## config.mk

```make
export PLATFORM = sky130hd
export DESIGN_NAME = sad_engine
export DESIGN_NICKNAME = d
export VERILOG_FILES = /design/src/rtl/sad_pkg.sv /design/src/rtl/sad_ctrl.sv /design/src/rtl/sad_index.sv /design/src/rtl/sad_accum.sv /design/src/rtl/sad_engine.sv
export SDC_FILE = /design/constraint.sdc
export NUM_CORES = 1
export LEC_CHECK = 0
export ABC_AREA = 1
export BUFFER_PORTS_ARGS = -buffer_cell sky130_fd_sc_hd__buf_2
export CAP_MARGIN = 20
export CELL_PAD_IN_SITES_DETAIL_PLACEMENT = 1
export CELL_PAD_IN_SITES_GLOBAL_PLACEMENT = 1
export CORE_MARGIN = 1.5
export CORE_UTILIZATION = 42
export CTS_CLUSTER_DIAMETER = 30
export DETAILED_ROUTE_END_ITERATION = 8
export PLACE_DENSITY_LB_ADDON = 0.25
export SYNTH_ARGS = -nofsm -noshare
export SYNTH_HDL_FRONTEND = slang
export SYNTH_SLANG_ARGS = --single-unit
```

## constraint.sdc

```tcl
create_clock -name clk -period 2 [get_ports clk]
set_input_delay 0.3 -clock clk [delete_from_list [all_inputs] [get_ports clk]]
set_output_delay 0.3 -clock clk [all_outputs]
set_load 0.03 [all_outputs]
```

## src/rtl/sad_pkg.sv

```systemverilog
`timescale 1ns/1ps
package sad_pkg;

   typedef enum logic [2:0] {
      ST_IDLE   = 3'd0,
      ST_INIT   = 3'd1,
      ST_CHECK  = 3'd2,
      ST_ACCUM  = 3'd3,
      ST_FINISH = 3'd4
   } sad_state_e;

   // Absolute-difference implementation choices
   localparam int ABS_NEGATE  = 0;  // widened subtract, then conditional negate
   localparam int ABS_COMPARE = 1;  // compare, then subtract the smaller

endpackage

```

## src/rtl/sad_ctrl.sv

```systemverilog
`timescale 1ns/1ps
module sad_ctrl
   import sad_pkg::*;
(
   input  logic clk,
   input  logic rst_n,
   input  logic go,
   input  logic idx_lt,
   output logic sum_clr,
   output logic sum_ld,
   output logic idx_clr,
   output logic idx_inc,
   output logic out_ld,
   output logic rd_en,
   output logic done
);

   sad_state_e state_q, state_d;

   always_ff @(posedge clk or negedge rst_n) begin
      if (!rst_n) state_q <= ST_IDLE;
      else        state_q <= state_d;
   end

   always_comb begin
      state_d = state_q;
      unique case (state_q)
         ST_IDLE:   if (go) state_d = ST_INIT;
         ST_INIT:   state_d = ST_CHECK;
         ST_CHECK:  state_d = idx_lt ? ST_ACCUM : ST_FINISH;
         ST_ACCUM:  state_d = ST_CHECK;
         ST_FINISH: state_d = ST_IDLE;
         default:   state_d = ST_IDLE;
      endcase
   end

   always_comb begin
      sum_clr = (state_q == ST_INIT);
      idx_clr = (state_q == ST_INIT);
      sum_ld  = (state_q == ST_ACCUM);
      idx_inc = (state_q == ST_ACCUM);
      rd_en   = (state_q == ST_ACCUM);
      out_ld  = (state_q == ST_FINISH);
      done    = (state_q == ST_FINISH);
   end

   // the completion pulse lasts one cycle
   a_r6_done_single: assert property (@(posedge clk) disable iff (!rst_n)
      done |=> !done);

   // reads are separated by a test cycle
   a_r5_read_gap: assert property (@(posedge clk) disable iff (!rst_n)
      rd_en |=> !rd_en);

   // idle with go low issues nothing
   a_r2_idle_quiet: assert property (@(posedge clk) disable iff (!rst_n)
      (state_q == ST_IDLE && !go) |=> (!rd_en && !done));

   // a running pass never falls back to init on go
   a_r9_no_restart: assert property (@(posedge clk) disable iff (!rst_n)
      (state_q == ST_ACCUM) |=> (state_q == ST_CHECK));

endmodule

```

## src/rtl/sad_index.sv

```systemverilog
`timescale 1ns/1ps
module sad_index #(
   parameter int DEPTH  = 256,
   parameter int ADDR_W = $clog2(DEPTH),
   parameter int IDX_W  = ADDR_W + 1
) (
   input  logic              clk,
   input  logic              rst_n,
   input  logic              clr,
   input  logic              inc,
   output logic              lt_depth,
   output logic [ADDR_W-1:0] addr
);

   logic [IDX_W-1:0] idx_q;

   always_ff @(posedge clk or negedge rst_n) begin
      if (!rst_n)   idx_q <= '0;
      else if (clr) idx_q <= '0;
      else if (inc) idx_q <= idx_q + IDX_W'(1);
   end

   assign lt_depth = (idx_q < IDX_W'(DEPTH));
   assign addr     = idx_q[ADDR_W-1:0];

   // index never walks past the block depth
   a_r5_idx_bound: assert property (@(posedge clk) disable iff (!rst_n)
      idx_q <= IDX_W'(DEPTH));

   // each increment advances by exactly one
   a_r5_idx_step: assert property (@(posedge clk) disable iff (!rst_n)
      (inc && !clr) |=> (idx_q == $past(idx_q) + IDX_W'(1)));

   // clearing returns the index to zero
   a_r8_idx_clear: assert property (@(posedge clk) disable iff (!rst_n)
      clr |=> (idx_q == '0));

endmodule

```

## src/rtl/sad_accum.sv

```systemverilog
`timescale 1ns/1ps
module sad_accum
   import sad_pkg::*;
#(
   parameter int PIX_W     = 8,
   parameter int SUM_W     = 32,
   parameter int ABS_STYLE = ABS_NEGATE
) (
   input  logic             clk,
   input  logic             rst_n,
   input  logic [PIX_W-1:0] a_pix,
   input  logic [PIX_W-1:0] b_pix,
   input  logic             sum_clr,
   input  logic             sum_ld,
   input  logic             out_ld,
   output logic [SUM_W-1:0] result
);

   localparam int DIFF_W = PIX_W + 1;

   logic [PIX_W-1:0] mag;
   logic [SUM_W-1:0] sum_q;
   logic [SUM_W-1:0] res_q;

   generate
      if (ABS_STYLE == ABS_NEGATE) begin : g_abs_neg
         logic [DIFF_W-1:0] diff;
         logic [DIFF_W-1:0] diff_neg;
         assign diff     = {1'b0, a_pix} - {1'b0, b_pix};
         assign diff_neg = (~diff) + DIFF_W'(1);
         assign mag      = diff[DIFF_W-1] ? diff_neg[PIX_W-1:0] : diff[PIX_W-1:0];
      end else begin : g_abs_cmp
         assign mag = (a_pix >= b_pix) ? (a_pix - b_pix) : (b_pix - a_pix);
      end
   endgenerate

   always_ff @(posedge clk or negedge rst_n) begin
      if (!rst_n)       sum_q <= '0;
      else if (sum_clr) sum_q <= '0;
      else if (sum_ld)  sum_q <= sum_q + {{(SUM_W-PIX_W){1'b0}}, mag};
   end

   always_ff @(posedge clk or negedge rst_n) begin
      if (!rst_n)      res_q <= '0;
      else if (out_ld) res_q <= sum_q;
   end

   assign result = res_q;

   // the result only moves when a pass finishes
   a_r7_result_hold: assert property (@(posedge clk) disable iff (!rst_n)
      !out_ld |=> $stable(result));

   // accumulation never wraps
   a_r3_no_overflow: assert property (@(posedge clk) disable iff (!rst_n)
      (sum_ld && !sum_clr) |=> (sum_q >= $past(sum_q)));

   // a pass starts from a cleared total
   a_r8_sum_clear: assert property (@(posedge clk) disable iff (!rst_n)
      sum_clr |=> (sum_q == '0));

endmodule

```

## src/rtl/sad_engine.sv

```systemverilog
`timescale 1ns/1ps
module sad_engine
   import sad_pkg::*;
#(
   parameter int PIX_W     = 8,
   parameter int DEPTH     = 256,
   parameter int SUM_W     = 32,
   parameter int ABS_STYLE = ABS_NEGATE,
   localparam int ADDR_W   = $clog2(DEPTH)
) (
   input  logic              clk,
   input  logic              rst_n,
   input  logic              go,
   output logic [ADDR_W-1:0] rd_addr,
   output logic              rd_en,
   input  logic [PIX_W-1:0]  a_data,
   input  logic [PIX_W-1:0]  b_data,
   output logic [SUM_W-1:0]  sad,
   output logic              done
);

   localparam int IDX_W = ADDR_W + 1;

   generate
      if (PIX_W < 1) begin : g_bad_pix
         $error("sad_engine: PIX_W must be at least 1");
      end
      if (DEPTH < 2) begin : g_bad_depth
         $error("sad_engine: DEPTH must be at least 2");
      end
      if (SUM_W < PIX_W + ADDR_W + 1) begin : g_bad_sum
         $error("sad_engine: SUM_W too narrow for DEPTH full-scale terms");
      end
      if (ABS_STYLE != ABS_NEGATE && ABS_STYLE != ABS_COMPARE) begin : g_bad_abs
         $error("sad_engine: unknown ABS_STYLE");
      end
   endgenerate

   logic sum_clr, sum_ld, idx_clr, idx_inc, out_ld, idx_lt;

   sad_ctrl u_ctrl (
      .clk     (clk),
      .rst_n   (rst_n),
      .go      (go),
      .idx_lt  (idx_lt),
      .sum_clr (sum_clr),
      .sum_ld  (sum_ld),
      .idx_clr (idx_clr),
      .idx_inc (idx_inc),
      .out_ld  (out_ld),
      .rd_en   (rd_en),
      .done    (done)
   );

   sad_index #(
      .DEPTH  (DEPTH),
      .ADDR_W (ADDR_W),
      .IDX_W  (IDX_W)
   ) u_index (
      .clk      (clk),
      .rst_n    (rst_n),
      .clr      (idx_clr),
      .inc      (idx_inc),
      .lt_depth (idx_lt),
      .addr     (rd_addr)
   );

   sad_accum #(
      .PIX_W     (PIX_W),
      .SUM_W     (SUM_W),
      .ABS_STYLE (ABS_STYLE)
   ) u_accum (
      .clk     (clk),
      .rst_n   (rst_n),
      .a_pix   (a_data),
      .b_pix   (b_data),
      .sum_clr (sum_clr),
      .sum_ld  (sum_ld),
      .out_ld  (out_ld),
      .result  (sad)
   );

   // reset leaves outputs quiet
   a_r1_reset_quiet: assert property (@(posedge clk)
      !rst_n |=> (sad == '0 && !done && !rd_en));

endmodule

```

==> metrics.md <==
| Metric | Value |
|---|---|
| Final WL | `16.8 mm` |
| Core region area | `0.0108 mm2` |
| Crit-path max FO | `5` |
| CTS sink count | `76` |
| Setup crit end kind | `register` |
| Buf/Inv on CP | `4` |
| Post-synth top area cell | `dfrtp_1` |
| Hold crit path type | `primary input to register` |
| First-pass GRT wire length | `24.4 mm` |
| Count of state elements after synthesis | `76` |
| I/O pin total | `61` |
| Area occupied by multi-input gates | `between 0.002 and 0.003 mm2` |
| Worst r2r src | `u_accum.sum_q[0]` |
| Yosys top cell area share | `41.1%` |
| Minimum clock period | `2.95 ns` |
| Crit path max-delay family | `simple AND/OR/NAND/NOR gates` |
| YS warnings | `0` |
| Worst clock skew | `0.0141 ns` |
| Gr usage total | `26.9%` |
| Worst r2r dst | `u_accum.sum_q[14]` |
| Crit-path cells | `buf_8 > inv_12 > ha_4 > inv_4 > fa_2 > nand3_2 > nand3_2 > nand2_1 > and2_1 > nand3_1 > nand2_1 > nand3_1 > nand2_2 > ha_4 > nand2_2 > nand2_2 > o21bai_4 > buf_6 > nor3_2 > nand3b_1 > o21ai_1` |
| Post-synth EDFFs | `0` |
| # DRC | `0` |
| Count leader, synth | `nand2_1` |
| Final count of hold timing violations | `0` |
| Post-synthesis cell type count | `39` |
| Design area | `0.00633 mm2` |
| Syn Area/Cell | `7.41 um2` |
| Worst slew pin tran | `0.554 ns` |
| Min-Delay Endpoint | `u_ctrl.state_q[0]` |
| Final Setup Violations | `32` |
| Routed Antenna Nets | `0` |
| Startpoint Class | `primary input` |
| DP HPWL | `just under 10 mm` |
| Asr flop ratio synth | `100%` |
| FMAX | `339 MHz` |
| Post-Layout Cell Count | `878` |
| Die area | `0.0116 mm2` |
| Post-Synthesis Cells | `624` |
| CP Data Arrival Time | `3.21 ns` |
| Pwr Density | `about 1100 mW/mm2` |
| Routability cong. | `0.862` |
| Layout cells sized above 1 | `a little under two fifths` |
| Most common cell on crit path | `nand2_2` |
| Critical Path RT | `around 2.3 ns` |
| Largest stage delay, worst path | `0.43 ns` |
| TritonCTS clock tree | `done` |
| Reg area | `0.00190 mm2` |
| Failing checks | `negative setup slack` |
| Worst skew pair latency | `about 0.38 ns` |
| Die Ht | `108 um` |
| Port Buffers | `60` |
| Post-route setup slack | `-0.946 ns` |
| Initial drt markers | `approximately 250` |
| Chip Width | `about 110 um` |
| Worst hold path cell count | `3` |
| Post-synthesis sequential area ratio | `41.1%` |
| Max cap viols | `0` |
| CTS H-tree lvls | `3` |
| Initial antenna violation count | `0` |
| Post-synth top cells | `nand2_1, inv_1, dfrtp_1` |
| Pleak | `around 3.2 nW` |
| Ys flop type | `dfrtp_1` |
| Slew Limit Fails | `0` |
| Layout Nets | `774` |
| Worst Path Class, Setup | `primary input to register` |
| RSZ-0062 raised after global routing | `yes` |
| Number of global-route vias before repair | `just over 5,000` |
| ANT cells | `0` |
| Clock Path Buffers | `2` |
| Routed WL per cell | `19.1 um` |
| Post-Syn Area | `0.00462 mm2` |
| Hold_sp | `go` |
| Synth top area cells | `dfrtp_1, nand2_1, inv_1` |
| Setup TNS | `-25.32 ns` |
| Clock slew at reported path FFs | `0.10 ns` |
| Vias | `4,706` |
| Placed cells | `approximately 840` |
| Worst Reg-to-Reg Cells | `11` |
| # fillers | `1,322` |
| Critical-path top delay cell | `fa_2` |
| DRT Pass-1 Iters | `5` |
| Slew headroom | `63.1%` |
| Mapped Nets | `665` |
| Status | `complete, but fails checks` |
| DP Worst Slack | `-1.39 ns` |
| FP Rows | `38` |
| Final period util | `147%` |
| R2R Setup Slk | `-0.10 ns` |
| Largest net degree at the start of global routing | `60` |
| VDD IR max | `0.479 mV` |
| Post-DP Area | `0.00548 mm2` |
| TritonCTS buffer count | `9` |
| Grt total ovfl | `0` |
| Root Driver | `clkbuf_8` |
| Area Growth Syn to Fin | `36.8%` |
| Vias per cell | `5.36` |
| Utilization after layout | `58.6%` |
| Starting Density | `42.8%` |
[how the worst max path moves through the flow]
stage	slack [ns]	start	cells after the start	end
6_report	-0.95	a_data[0]	21	u_accum.sum_q[7]
5_1_grt	-1.10	a_data[0]	21	u_accum.sum_q[17]
4_1_cts	-0.76	a_data[0]	23	u_accum.sum_q[14]
3_5_place_dp	-1.39	a_data[0]	25	u_accum.sum_q[22]
3_3_place_gp	-1.20	a_data[0]	25	u_accum.sum_q[30]
2_1_floorplan	-0.78	a_data[0]	24	u_accum.sum_q[14]
[final cells by class]
class / instances / share of cell area [%]
timing repair buffer: 119 / 13.0
clock buffer: 9 / 1.96
inverter: 99 / 6.15
multi-input combinational: 428 / 44.5
tap: 140 / 2.77
clock inverter: 7 / 1.56
sequential: 76 / 30.1
[layout by cell type (no fill, tap or decap), types with 3 or more instances in the layout]
| cell type | synthesis | final |
|---|---|---|
| nor2_2 | 2 | 7 |
| o22ai_2 | 0 | 3 |
| nand2_2 | 9 | 26 |
| inv_2 | 3 | 13 |
| nand2_4 | 2 | 8 |
| o21ai_2 | 1 | 5 |
| nor2_1 | 63 | 49 |
| ha_4 | 0 | 10 |
| ha_1 | 20 | 9 |
| a21oi_4 | 0 | 3 |
| xor2_1 | 5 | 3 |
| a21oi_1 | 25 | 18 |
| nand3_2 | 2 | 20 |
| nor3_2 | 6 | 10 |
| nand3_1 | 44 | 24 |
| buf_4 | 8 | 50 |
| nand2_1 | 155 | 131 |
| dfrtp_1 | 76 | 76 |
| buf_2 | 4 | 56 |
| inv_1 | 96 | 83 |
| nand4_1 | 13 | 13 |
| nor2_4 | 2 | 11 |
| buf_6 | 2 | 9 |
| nor4_1 | 3 | 3 |
| clkbuf_8 | 0 | 9 |
| nor3_1 | 7 | 3 |
| o21ai_0 | 42 | 32 |
| o21ai_1 | 5 | 9 |
| a21oi_2 | 0 | 4 |
[repair_timing]
item                       CTS  global route
resized for setup           74            46
pin swaps                   46            32
setup buffers               13             6
hold buffers                 1             0
hold endpoints to repair    33             0
setup endpoints to repair   31            32
[registers in the layout, indices dropped and copies added (netlist names)]
signal	cells
u_accum.result	32
u_accum.sum_q	32
u_index.idx_q	9
u_ctrl.state_q	3
[where the power goes]
group / total, mW / switching [mW] / leakage [nW] / internal [mW]
registers: 1.91 / 0.227 / 1.01 / 1.68
clock network: 1.38 / 0.673 / 0.110 / 0.709
logic: 3.75 / 2.10 / 2.10 / 1.65
total: 7.04 / 3.00 / 3.22 / 4.04
[worst min-delay path, stage by stage]
cell and delay (ns):
buf_2 0.09, nand3_1 0.08, nand2_1 0.07
[routing by layer]
metal  vias to the layer above  wire length [um]  part of all wire [%]  GRT usage, %
met5                         -                 0                     0             0
met4                         0               679                   4.0          12.3
met3                        48               655                   3.9          4.66
met2                       131              9160                    55          50.0
met1                      2325              6300                    38          29.7
li1                       2202                 -                     -             -
[through the flow]
step	power, mW	hold slack (ns)
CTS	6.28	0.198
global route	7.31	0.209
global placement	3.96	0.290
floorplan	3.27	0.00441
detailed placement	4.12	0.295
finish	7.04	0.187
[logic make-up after synthesis]
| logic type | share of synthesized area (%) |
|---|---|
| AO/OA/AOI/OAI | 9.82 |
| XOR/XNOR | 1.14 |
| adder cells (fa/ha/maj) | 6.28 |
| buffers and inverters | 10.8 |
| flip-flops | 41.1 |
| AND/OR/NAND/NOR | 30.8 |
Note: power is estimated with default switching activity, not from simulation.
